<file path="src/rtl/irq_arb_pkg.sv">
package irq_arb_pkg;

    localparam int PRIO_W       = 8;
    localparam int NMI_EXC      = 2;
    localparam int HF_EXC       = 3;
    localparam int DEV_EXC_BASE = 16;

    typedef enum logic [1:0] {
        SRC_NONE,
        SRC_NMI,
        SRC_FAULT,
        SRC_DEV
    } win_src_e;

    typedef struct packed {
        logic              hit;
        logic [PRIO_W-1:0] prio;
        logic [7:0]        idx;
    } cand_t;

    // Keep the top 'bits' bits of a priority byte, clear the rest.
    function automatic logic [PRIO_W-1:0] keep_upper(input logic [PRIO_W-1:0] v,
                                                     input int bits);
        logic [PRIO_W-1:0] r;
        for (int b = 0; b < PRIO_W; b++) begin
            r[b] = (b >= PRIO_W - bits) ? v[b] : 1'b0;
        end
        return r;
    endfunction

endpackage

</file>
<file path="src/rtl/irq_prio_regs.sv">
module irq_prio_regs
    import irq_arb_pkg::*;
#(
    parameter int NUM_IRQ   = 8,
    parameter int PRIO_BITS = 3,
    parameter int ADDR_W    = 12,
    parameter int BASE_OFS  = 'h400
) (
    input  logic                       clk,
    input  logic                       rst,
    input  logic                       bus_wr,
    input  logic [ADDR_W-1:0]          bus_addr,
    input  logic [PRIO_W-1:0]          bus_wdata,
    output logic [PRIO_W-1:0]          bus_rdata,
    output logic [NUM_IRQ*PRIO_W-1:0]  prio_flat
);

    localparam int LOW_BITS = PRIO_W - PRIO_BITS;

    logic [ADDR_W-1:0] offset;
    logic              in_range;

    assign offset   = bus_addr - ADDR_W'(BASE_OFS);
    assign in_range = (bus_addr >= ADDR_W'(BASE_OFS)) && (offset < ADDR_W'(NUM_IRQ));

    genvar k;
    generate
        for (k = 0; k < NUM_IRQ; k++) begin : g_slot
            logic [PRIO_BITS-1:0] level_q;
            logic                 sel;

            assign sel = in_range && (offset == ADDR_W'(k));

            always_ff @(posedge clk) begin
                if (rst) begin
                    level_q <= '0;
                end else if (bus_wr && sel) begin
                    level_q <= bus_wdata[PRIO_W-1 -: PRIO_BITS];
                end
            end

            assign prio_flat[k*PRIO_W +: PRIO_W] = {level_q, {LOW_BITS{1'b0}}};
        end
    endgenerate

    always_comb begin
        bus_rdata = '0;
        for (int i = 0; i < NUM_IRQ; i++) begin
            if (in_range && (offset == ADDR_W'(i))) begin
                bus_rdata = prio_flat[i*PRIO_W +: PRIO_W];
            end
        end
    end

endmodule

</file>
<file path="src/rtl/irq_prio_select.sv">
module irq_prio_select
    import irq_arb_pkg::*;
#(
    parameter int NUM_IRQ = 8
) (
    input  logic [NUM_IRQ*PRIO_W-1:0] prio_flat,
    input  logic [NUM_IRQ-1:0]        irq_pend,
    input  logic [NUM_IRQ-1:0]        irq_en,
    output cand_t                     best
);

    logic [NUM_IRQ-1:0] eligible;

    genvar k;
    generate
        for (k = 0; k < NUM_IRQ; k++) begin : g_elig
            assign eligible[k] = irq_pend[k] & irq_en[k];
        end
    endgenerate

    // Scan from the top index down; '<=' lets a lower index take ties.
    always_comb begin
        best = '{hit: 1'b0, prio: '1, idx: '0};
        for (int i = NUM_IRQ - 1; i >= 0; i--) begin
            if (eligible[i] && (!best.hit || prio_flat[i*PRIO_W +: PRIO_W] <= best.prio)) begin
                best.hit  = 1'b1;
                best.prio = prio_flat[i*PRIO_W +: PRIO_W];
                best.idx  = 8'(i);
            end
        end
    end

endmodule

</file>
<file path="src/rtl/irq_prio_arbiter.sv">
module irq_prio_arbiter
    import irq_arb_pkg::*;
#(
    parameter int NUM_IRQ   = 8,
    parameter int PRIO_BITS = 3,
    parameter int ADDR_W    = 12,
    parameter int BASE_OFS  = 'h400,
    parameter int EXC_W     = $clog2(DEV_EXC_BASE + NUM_IRQ)
) (
    input  logic               clk,
    input  logic               rst,
    input  logic               bus_wr,
    input  logic [ADDR_W-1:0]  bus_addr,
    input  logic [7:0]         bus_wdata,
    output logic [7:0]         bus_rdata,
    input  logic [NUM_IRQ-1:0] irq_pend,
    input  logic [NUM_IRQ-1:0] irq_en,
    input  logic               nmi_req,
    input  logic               hardfault_req,
    output logic               win_valid,
    output logic [EXC_W-1:0]   win_exc
);

    logic [NUM_IRQ*PRIO_W-1:0] prio_flat;
    cand_t                     dev_best;
    win_src_e                  src;
    logic [EXC_W-1:0]          exc_d;

    irq_prio_regs #(
        .NUM_IRQ  (NUM_IRQ),
        .PRIO_BITS(PRIO_BITS),
        .ADDR_W   (ADDR_W),
        .BASE_OFS (BASE_OFS)
    ) regs_i (
        .clk      (clk),
        .rst      (rst),
        .bus_wr   (bus_wr),
        .bus_addr (bus_addr),
        .bus_wdata(bus_wdata),
        .bus_rdata(bus_rdata),
        .prio_flat(prio_flat)
    );

    irq_prio_select #(
        .NUM_IRQ(NUM_IRQ)
    ) sel_i (
        .prio_flat(prio_flat),
        .irq_pend (irq_pend),
        .irq_en   (irq_en),
        .best     (dev_best)
    );

    always_comb begin
        if (nmi_req)            src = SRC_NMI;
        else if (hardfault_req) src = SRC_FAULT;
        else if (dev_best.hit)  src = SRC_DEV;
        else                    src = SRC_NONE;
    end

    always_comb begin
        unique case (src)
            SRC_NMI:   exc_d = EXC_W'(NMI_EXC);
            SRC_FAULT: exc_d = EXC_W'(HF_EXC);
            SRC_DEV:   exc_d = EXC_W'(DEV_EXC_BASE) + EXC_W'(dev_best.idx);
            default:   exc_d = '0;
        endcase
    end

    always_ff @(posedge clk) begin
        if (rst) begin
            win_valid <= 1'b0;
            win_exc   <= '0;
        end else begin
            win_valid <= (src != SRC_NONE);
            win_exc   <= exc_d;
        end
    end

    logic past_ok;
    always_ff @(posedge clk) begin
        if (rst) past_ok <= 1'b0;
        else     past_ok <= 1'b1;
    end

    assert_nmi_first_R7: assert property (@(posedge clk) disable iff (rst)
        past_ok && $past(nmi_req) |-> win_valid && win_exc == EXC_W'(NMI_EXC));

    assert_fault_second_R8: assert property (@(posedge clk) disable iff (rst)
        past_ok && $past(hardfault_req && !nmi_req) |-> win_valid && win_exc == EXC_W'(HF_EXC));

    assert_idle_output_R9: assert property (@(posedge clk) disable iff (rst)
        past_ok && $past(!nmi_req && !hardfault_req && ((irq_pend & irq_en) == '0))
        |-> !win_valid && win_exc == '0);

    assert_win_eligible_R6: assert property (@(posedge clk) disable iff (rst)
        past_ok && win_valid && win_exc >= EXC_W'(DEV_EXC_BASE)
        |-> |($past(irq_pend & irq_en) & (NUM_IRQ'(1) << (win_exc - EXC_W'(DEV_EXC_BASE)))));

endmodule

</file>
<file path="config.mk">
export PLATFORM = sky130hd
export DESIGN_NAME = irq_prio_arbiter
export DESIGN_NICKNAME = d
export VERILOG_FILES = /design/src/rtl/irq_arb_pkg.sv /design/src/rtl/irq_prio_regs.sv /design/src/rtl/irq_prio_select.sv /design/src/rtl/irq_prio_arbiter.sv
export SDC_FILE = /design/constraint.sdc
export NUM_CORES = 1
export LEC_CHECK = 0
export BUFFER_PORTS_ARGS = -buffer_cell sky130_fd_sc_hd__buf_2
export CAP_MARGIN = 10
export CORE_ASPECT_RATIO = 1.25
export CORE_MARGIN = 5
export CORE_UTILIZATION = 40
export CTS_BUF_LIST = sky130_fd_sc_hd__clkbuf_4 sky130_fd_sc_hd__clkbuf_8
export CTS_CLUSTER_DIAMETER = 60
export DETAILED_ROUTE_END_ITERATION = 8
export SKIP_LAST_GASP = 1
export SYNTH_ARGS = -nofsm -noshare
export SYNTH_HDL_FRONTEND = slang
export SYNTH_SLANG_ARGS = --single-unit
</file>
<file path="constraint.sdc">
create_clock -name clk -period 25.5 [get_ports clk]
set_input_delay 2.55 -clock clk [delete_from_list [all_inputs] [get_ports clk]]
set_output_delay 2.55 -clock clk [all_outputs]
set_load 0.02 [all_outputs]
</file>
# --- Word-level counts from Yosys, hierarchy flattened ---
# Index checks and enable logic that the tools add are counted.
word_totals:
  output_inout_bits: 14
  register_bits: 30
  elab_cells: 99
  input_bits: 41
op_classes:
  n_bitwise: 8
  eq_ne: 10
  n_mux: 20
  magnitude_cmp: 9
  n_addsub: 2
  n_reduce_logical: 40
op_table:
  columns: ["op", "count"]
  rows:
  - ["17-bit 2-to-1 mux", 8]
  - ["8-bit 2-to-1 mux", 8]
  - ["8-bit less-or-equal comparator", 7]
  - ["12-bit by 3-bit == test with 1-bit output, second input constant", 4]
  - ["12-bit by 2-bit == test with 1-bit output, second input constant", 2]
  - ["1-bit logical AND", 24]
  - ["5-bit one-hot mux with 3 select lines", 1]
  - ["12-bit by 1-bit == test with 1-bit output, second input constant", 1]
  - ["12-bit by 11-bit greater-or-equal comparator with 1-bit output, second input constant", 1]
  - ["12-bit zero test", 1]
  - ["12-bit by 4-bit < comparator with 1-bit output, second input constant", 1]
  - ["12-bit by 11-bit subtractor with 12-bit output, second input constant", 1]
  - ["1-bit bitwise AND", 8]
  - ["1-bit zero test", 7]
  - ["1-bit logical OR", 7]
  - ["2-bit 2-to-1 mux", 3]
  - ["5-bit adder, first input constant", 1]
  - ["2-bit == test, second input constant", 2]
  - ["2-bit by 1-bit == test with 1-bit output, second input constant", 1]
  - ["2-bit nonzero test", 1]

# --- Depth between registers and ports, before layout ---
logic_depth:
  depth_word: 35
  mapped_depth: 55
  mapped_depth_nobuf: 55

# --- By module ---
# A second synthesis with hierarchy kept.
unflattened:
  hier_cells: 588
  area_unflattened_um2: 4648.2
by_module_without_submodules:
  columns: ["module", "seq_area_each_um2", "n_inst", "cells_each", "area_per_inst_um2"]
  rows:
  - ["irq_prio_select", 0.0, 1, 369, 2776.4]
  - ["irq_prio_regs", 480.5, 1, 203, 1682.9]
  - ["irq_prio_arbiter", 120.1, 1, 16, 188.9]

# --- Least setup slack after synthesis ---
# OpenSTA, ideal clock, no wires.
synth_timing:
  path_kind: "in2reg"
  from: "input irq_pend[7]"
  to: "register win_exc[0]"
  path_slack_ps: 14276
  t_required_ps: 25397
  stages: 53
  path_buffers: 0
  arrival_ps: 11121
  setup_ps: 103
  path_cell_list: "nand2_1 > nor2_1 > ha_1 > o211ai_1 > a22oi_1 > o21bai_1 > a21oi_1 > inv_1 > ha_1 > nand3_1 > o22ai_1 > nor3_1 > nand2_1 > o21ai_0 > inv_1 > ha_1 > nor2b_1 > nand2_1 > [17 not listed] > o2111a_1 > and4_1 > a21oi_1 > nor2_1 > ha_1 > a21o_1 > a21oi_1 > a311oi_1 > nor2_1 > or4_1 > o311ai_1 > ha_1 > a21o_1 > a21oi_1 > a31oi_1 > o21a_1 > nor2_1 > a2111oi_2"
synth_between:
  elab_chain_cells: 35
  word_cells_on_any_way: 45
  cone_classes: "1 x add/sub; 7 x order compare; 3 x eq/ne; 12 x mux; 1 x bitwise; 21 x reduce/logical"
synth_rtl:
  columns: ["element", "line", "rtl"]
  rows:
  - ["start: declaration", "irq_prio_arbiter.sv:16", "input logic [NUM_IRQ-1:0] irq_pend,"]
  - ["1-bit bitwise AND *", "irq_prio_select.sv:17", "assign eligible[k] = irq_pend[k] & irq_en[k];"]
  - ["17-bit 2-to-1 mux *", "irq_prio_select.sv:25", "if (eligible[i] && (!best.hit || prio_flat[i*PRIO_W +: PRIO_W] <= best.prio)) begin"]
  - ["8-bit less-or-equal comparator / 1-bit zero test (equally long branches)", "irq_prio_select.sv:25", null]
  - ["1-bit logical OR", "irq_prio_select.sv:25", null]
  - ["1-bit logical AND", "irq_prio_select.sv:25", null]
  - ["17-bit 2-to-1 mux *", "irq_prio_select.sv:25", null]
  - ["8-bit less-or-equal comparator / 1-bit zero test (equally long branches)", "irq_prio_select.sv:25", null]
  - ["1-bit logical OR", "irq_prio_select.sv:25", null]
  - ["[19 not listed]", null, null]
  - ["1-bit logical OR", "irq_prio_select.sv:25", null]
  - ["1-bit logical AND", "irq_prio_select.sv:25", null]
  - ["17-bit 2-to-1 mux *", "irq_prio_select.sv:25", null]
  - ["2-bit 2-to-1 mux", "irq_prio_arbiter.sv:56", "else if (dev_best.hit) src = SRC_DEV;"]
  - ["2-bit 2-to-1 mux", "irq_prio_arbiter.sv:55", "else if (hardfault_req) src = SRC_FAULT;"]
  - ["2-bit 2-to-1 mux", "irq_prio_arbiter.sv:54", "if (nmi_req) src = SRC_NMI;"]
  - ["2-bit == test / 2-bit by 1-bit == test with 1-bit output (equally long branches)", "irq_prio_arbiter.sv:61", "unique case (src)"]
  - ["5-bit one-hot mux with 3 select lines *", "irq_prio_arbiter.sv:61", null]
  - ["end signal: assignment", "irq_prio_arbiter.sv:72", "win_exc <= '0;"]
  - ["end signal: assignment", "irq_prio_arbiter.sv:75", "win_exc <= exc_d;"]
  - ["end: declaration", "irq_prio_arbiter.sv:21", "output logic [EXC_W-1:0] win_exc"]
# Every way passes the cells marked *; elsewhere a longest branch is shown, timed or not.
# A chain may end at the register's enable or synchronous reset.

# --- Worst setup path after layout ---
layout_timing:
  from: "input irq_pend[7]"
  to: "register win_exc[2]"
# Same word-level chain as after synthesis.

==> results.cfg <==
[yosys]
yosysTopAreaCell = dfxtp_1
yosys_warnings = 0
synthCells = 346
synth.distinct_cells = 63
netlist_area_um2 = 2660
yosys-top-cells-count = nor2_1 (50), dfxtp_1 (29), nand2_1 (29)
ys_ff_latch = 29
yosys.area.top_type_share = 0.218
synth-seq-area-share = 0.218
yosysMostFrequentCell = nor2_1
ys_async_sr_fraction = 0
synth_enable_flop_cells = 0
synthFlopType = dfxtp_1
syn_avg_cell_area_um2 = 7.70
synthTopCellsByArea = dfxtp_1 (22%), mux2i_1 (9.4%), nor2_1 (7.0%)

[power]
vdd_drop_max_v = 0.0000212
p_leak_nw = 1.22
power_per_cell_area_nw_per_um2 = 40.4

[floorplan]
die-area_um2 = 8400
core-area_um2 = 6520
io_pins = 55
start_util = 0.408
rows = 33
chipWidth_um = 83.0
die_h_um = 101

[detailed_routing]
drt_wl_total_um = 7040
drtAntennaViolNets = 0
vias = 2660
viasPerCell = 5.71
drc = 0
drt_first_iter_violations = 126
drt_first_pass_iters = 4
routedWlPerCell_um = 15.1

[outcome]
status = finished, final reports clean

[timing]
setup_slack_ns = 12.83
finalMaxSlewViolations = 0
period_minus_slack_ns = 12.67
finalSetupTns_ns = 0
tightest_slew_ns = 0.579
max_freq_mhz = 78.9
timing.final.hold_violations = 0
setup_violations = 0
min_period_over_period = 0.497
grt_setup_unrepaired = false
max_slew_margin = 0.609
fin_skew_ns = 0.00537

[worst_setup_path]
worstPathRequired_ns = 25.72
cpPeakStageDelay_ns = 0.59
arrival_ns = 12.89
start_kind = primary input
timing_worst_setup_path_type = primary input to flop
cpMostUsedCell = ha_1
path_max_fanout = 7
cp-end-kind = flop
ff2ff_path_depth = 51
slowest_stage = o41ai_1

[min_path]
hold_class = flop to flop
min_path_cells = 2

[clock_tree]
cts_buffers = 5
cts_resized = 0
numClockSinks = 29
clk_pin_slew_worst_paths_ns = 0.06
cts_tree = built
ctsHoldBuffers = 0
htreeDepth = 2
clock_path_buffers = 2
cts_setup_buffers = 0
clock_latency_ns = 0.28
cts_root_buf = clkbuf_8

[placed_design]
gp_congestion = 0.890
dp.cells = 458
dp_slack_ns = 12.69
dp.final_hpwl_um = 5620
portBuffers = 43

[job]
maxCapViolCount = 0

[grt]
antenna_found_initial = 0
grt_usage = 0.170
grt_first_pass_wirelength_um = 12000
grt_max_degree = 30
grt_pass1_vias = 2579
gr-total-overflow = 0

[finish]
area_growth_pct = 12.7
drive_gt1_frac = 0.187
final_nets = 430
post-route-util = 0.460
stdcell_count = 466
antenna_cells = 0
-- registers in the layout (all words and copies together), names as in the netlist --
name                   cells
win_exc                    4
win_valid                  1
regs_i.g_slot.level_q     24
-- per-layer routing --
metal	wire, um	vias to the layer above	track usage	share of wire
li1	-	1351	-	-
met1	3070	1237	0.203	0.44
met2	3530	56	0.309	0.50
met3	267	16	0.0277	0.038
met4	177	0	0.0616	0.025
met5	0	-	0	0
-- worst max-delay path: cells and delay by family --
family	cells	cell delay (ns)
and+or+nand+nor	19	3.24
AOI/OAI and AO/OA	22	4.15
buffers and inverters	5	0.39
adders and majority gates	7	1.77
muxes	2	0.76
-- kinds of logic (layout without fill, tap and decap cells) --
logic type | Yosys count | in the layout | synth area share
xor+xnor | 1 | 1 | 0.00329
flops | 29 | 29 | 0.218
buf+inv | 33 | 61 | 0.0611
simple gates | 146 | 146 | 0.274
fa+ha+maj | 12 | 12 | 0.0555
other cells | 1 | 6 | 0.00141
compound gates | 93 | 93 | 0.254
mux | 31 | 31 | 0.132
-- cell type report --
class | instances | area (um^2)
Fill cell | 691 | 3520
Clock buffer | 6 | 82.6
Multi-Input combinational cell | 289 | 1940
Tap cell | 87 | 109
Timing Repair Buffer | 43 | 215
Sequential cell | 29 | 581
Inverter | 10 | 37.5
Clock inverter | 2 | 37.5
-- where the power goes --
part	switching (mW)	total, mW	internal [mW]
clock network	0.0185	0.0503	0.0317
registers	0.000111	0.0458	0.0457
logic	0.0156	0.0251	0.00950
-- path summary, 6_finish.rpt --
check | from | to | slack, ns
setup / recovery | irq_pend[7] | win_exc[2]$_SDFF_PP0_ | 12.83
hold / removal | regs_i.g_slot[4].level_q[2]$_SDFFE_PP0P_ | regs_i.g_slot[4].level_q[2]$_SDFFE_PP0P_ | 0.51
setup reg to reg | regs_i.g_slot[7].level_q[1]$_SDFFE_PP0P_ | win_exc[2]$_SDFF_PP0_ | 14.95
hold reg to reg | regs_i.g_slot[4].level_q[2]$_SDFFE_PP0P_ | regs_i.g_slot[4].level_q[2]$_SDFFE_PP0P_ | 0.51
-- metrics by stage --
step	hold slack (ns)	cell area, um^2	total power, mW
after global routing	0.539	3000	0.128
after global placement	0.496	2880	0.0717
final	0.510	3000	0.121
after detailed placement	0.502	2880	0.0719
after CTS	0.516	3000	0.122
after floorplan	0.460	2680	0.0658
-- placed cells by master (no fill, tap or decap), types with 4 or more instances in the layout --
cell type  count
or3_1          5
conb_1         6
mux2i_1       25
o21ai_1        4
nand3b_1       4
nand2_1       29
o21ai_0       10
a31oi_1       13
ha_1          11
nor3_1         9
o31ai_1        6
dfxtp_1       29
nand3_1       12
a21oi_1       18
nor2b_1        6
buf_2         43
inv_1         10
o211ai_1       5
nor2_1        50
clkbuf_8       6
and2_1         7
Power figures use the tool's default switching activity.
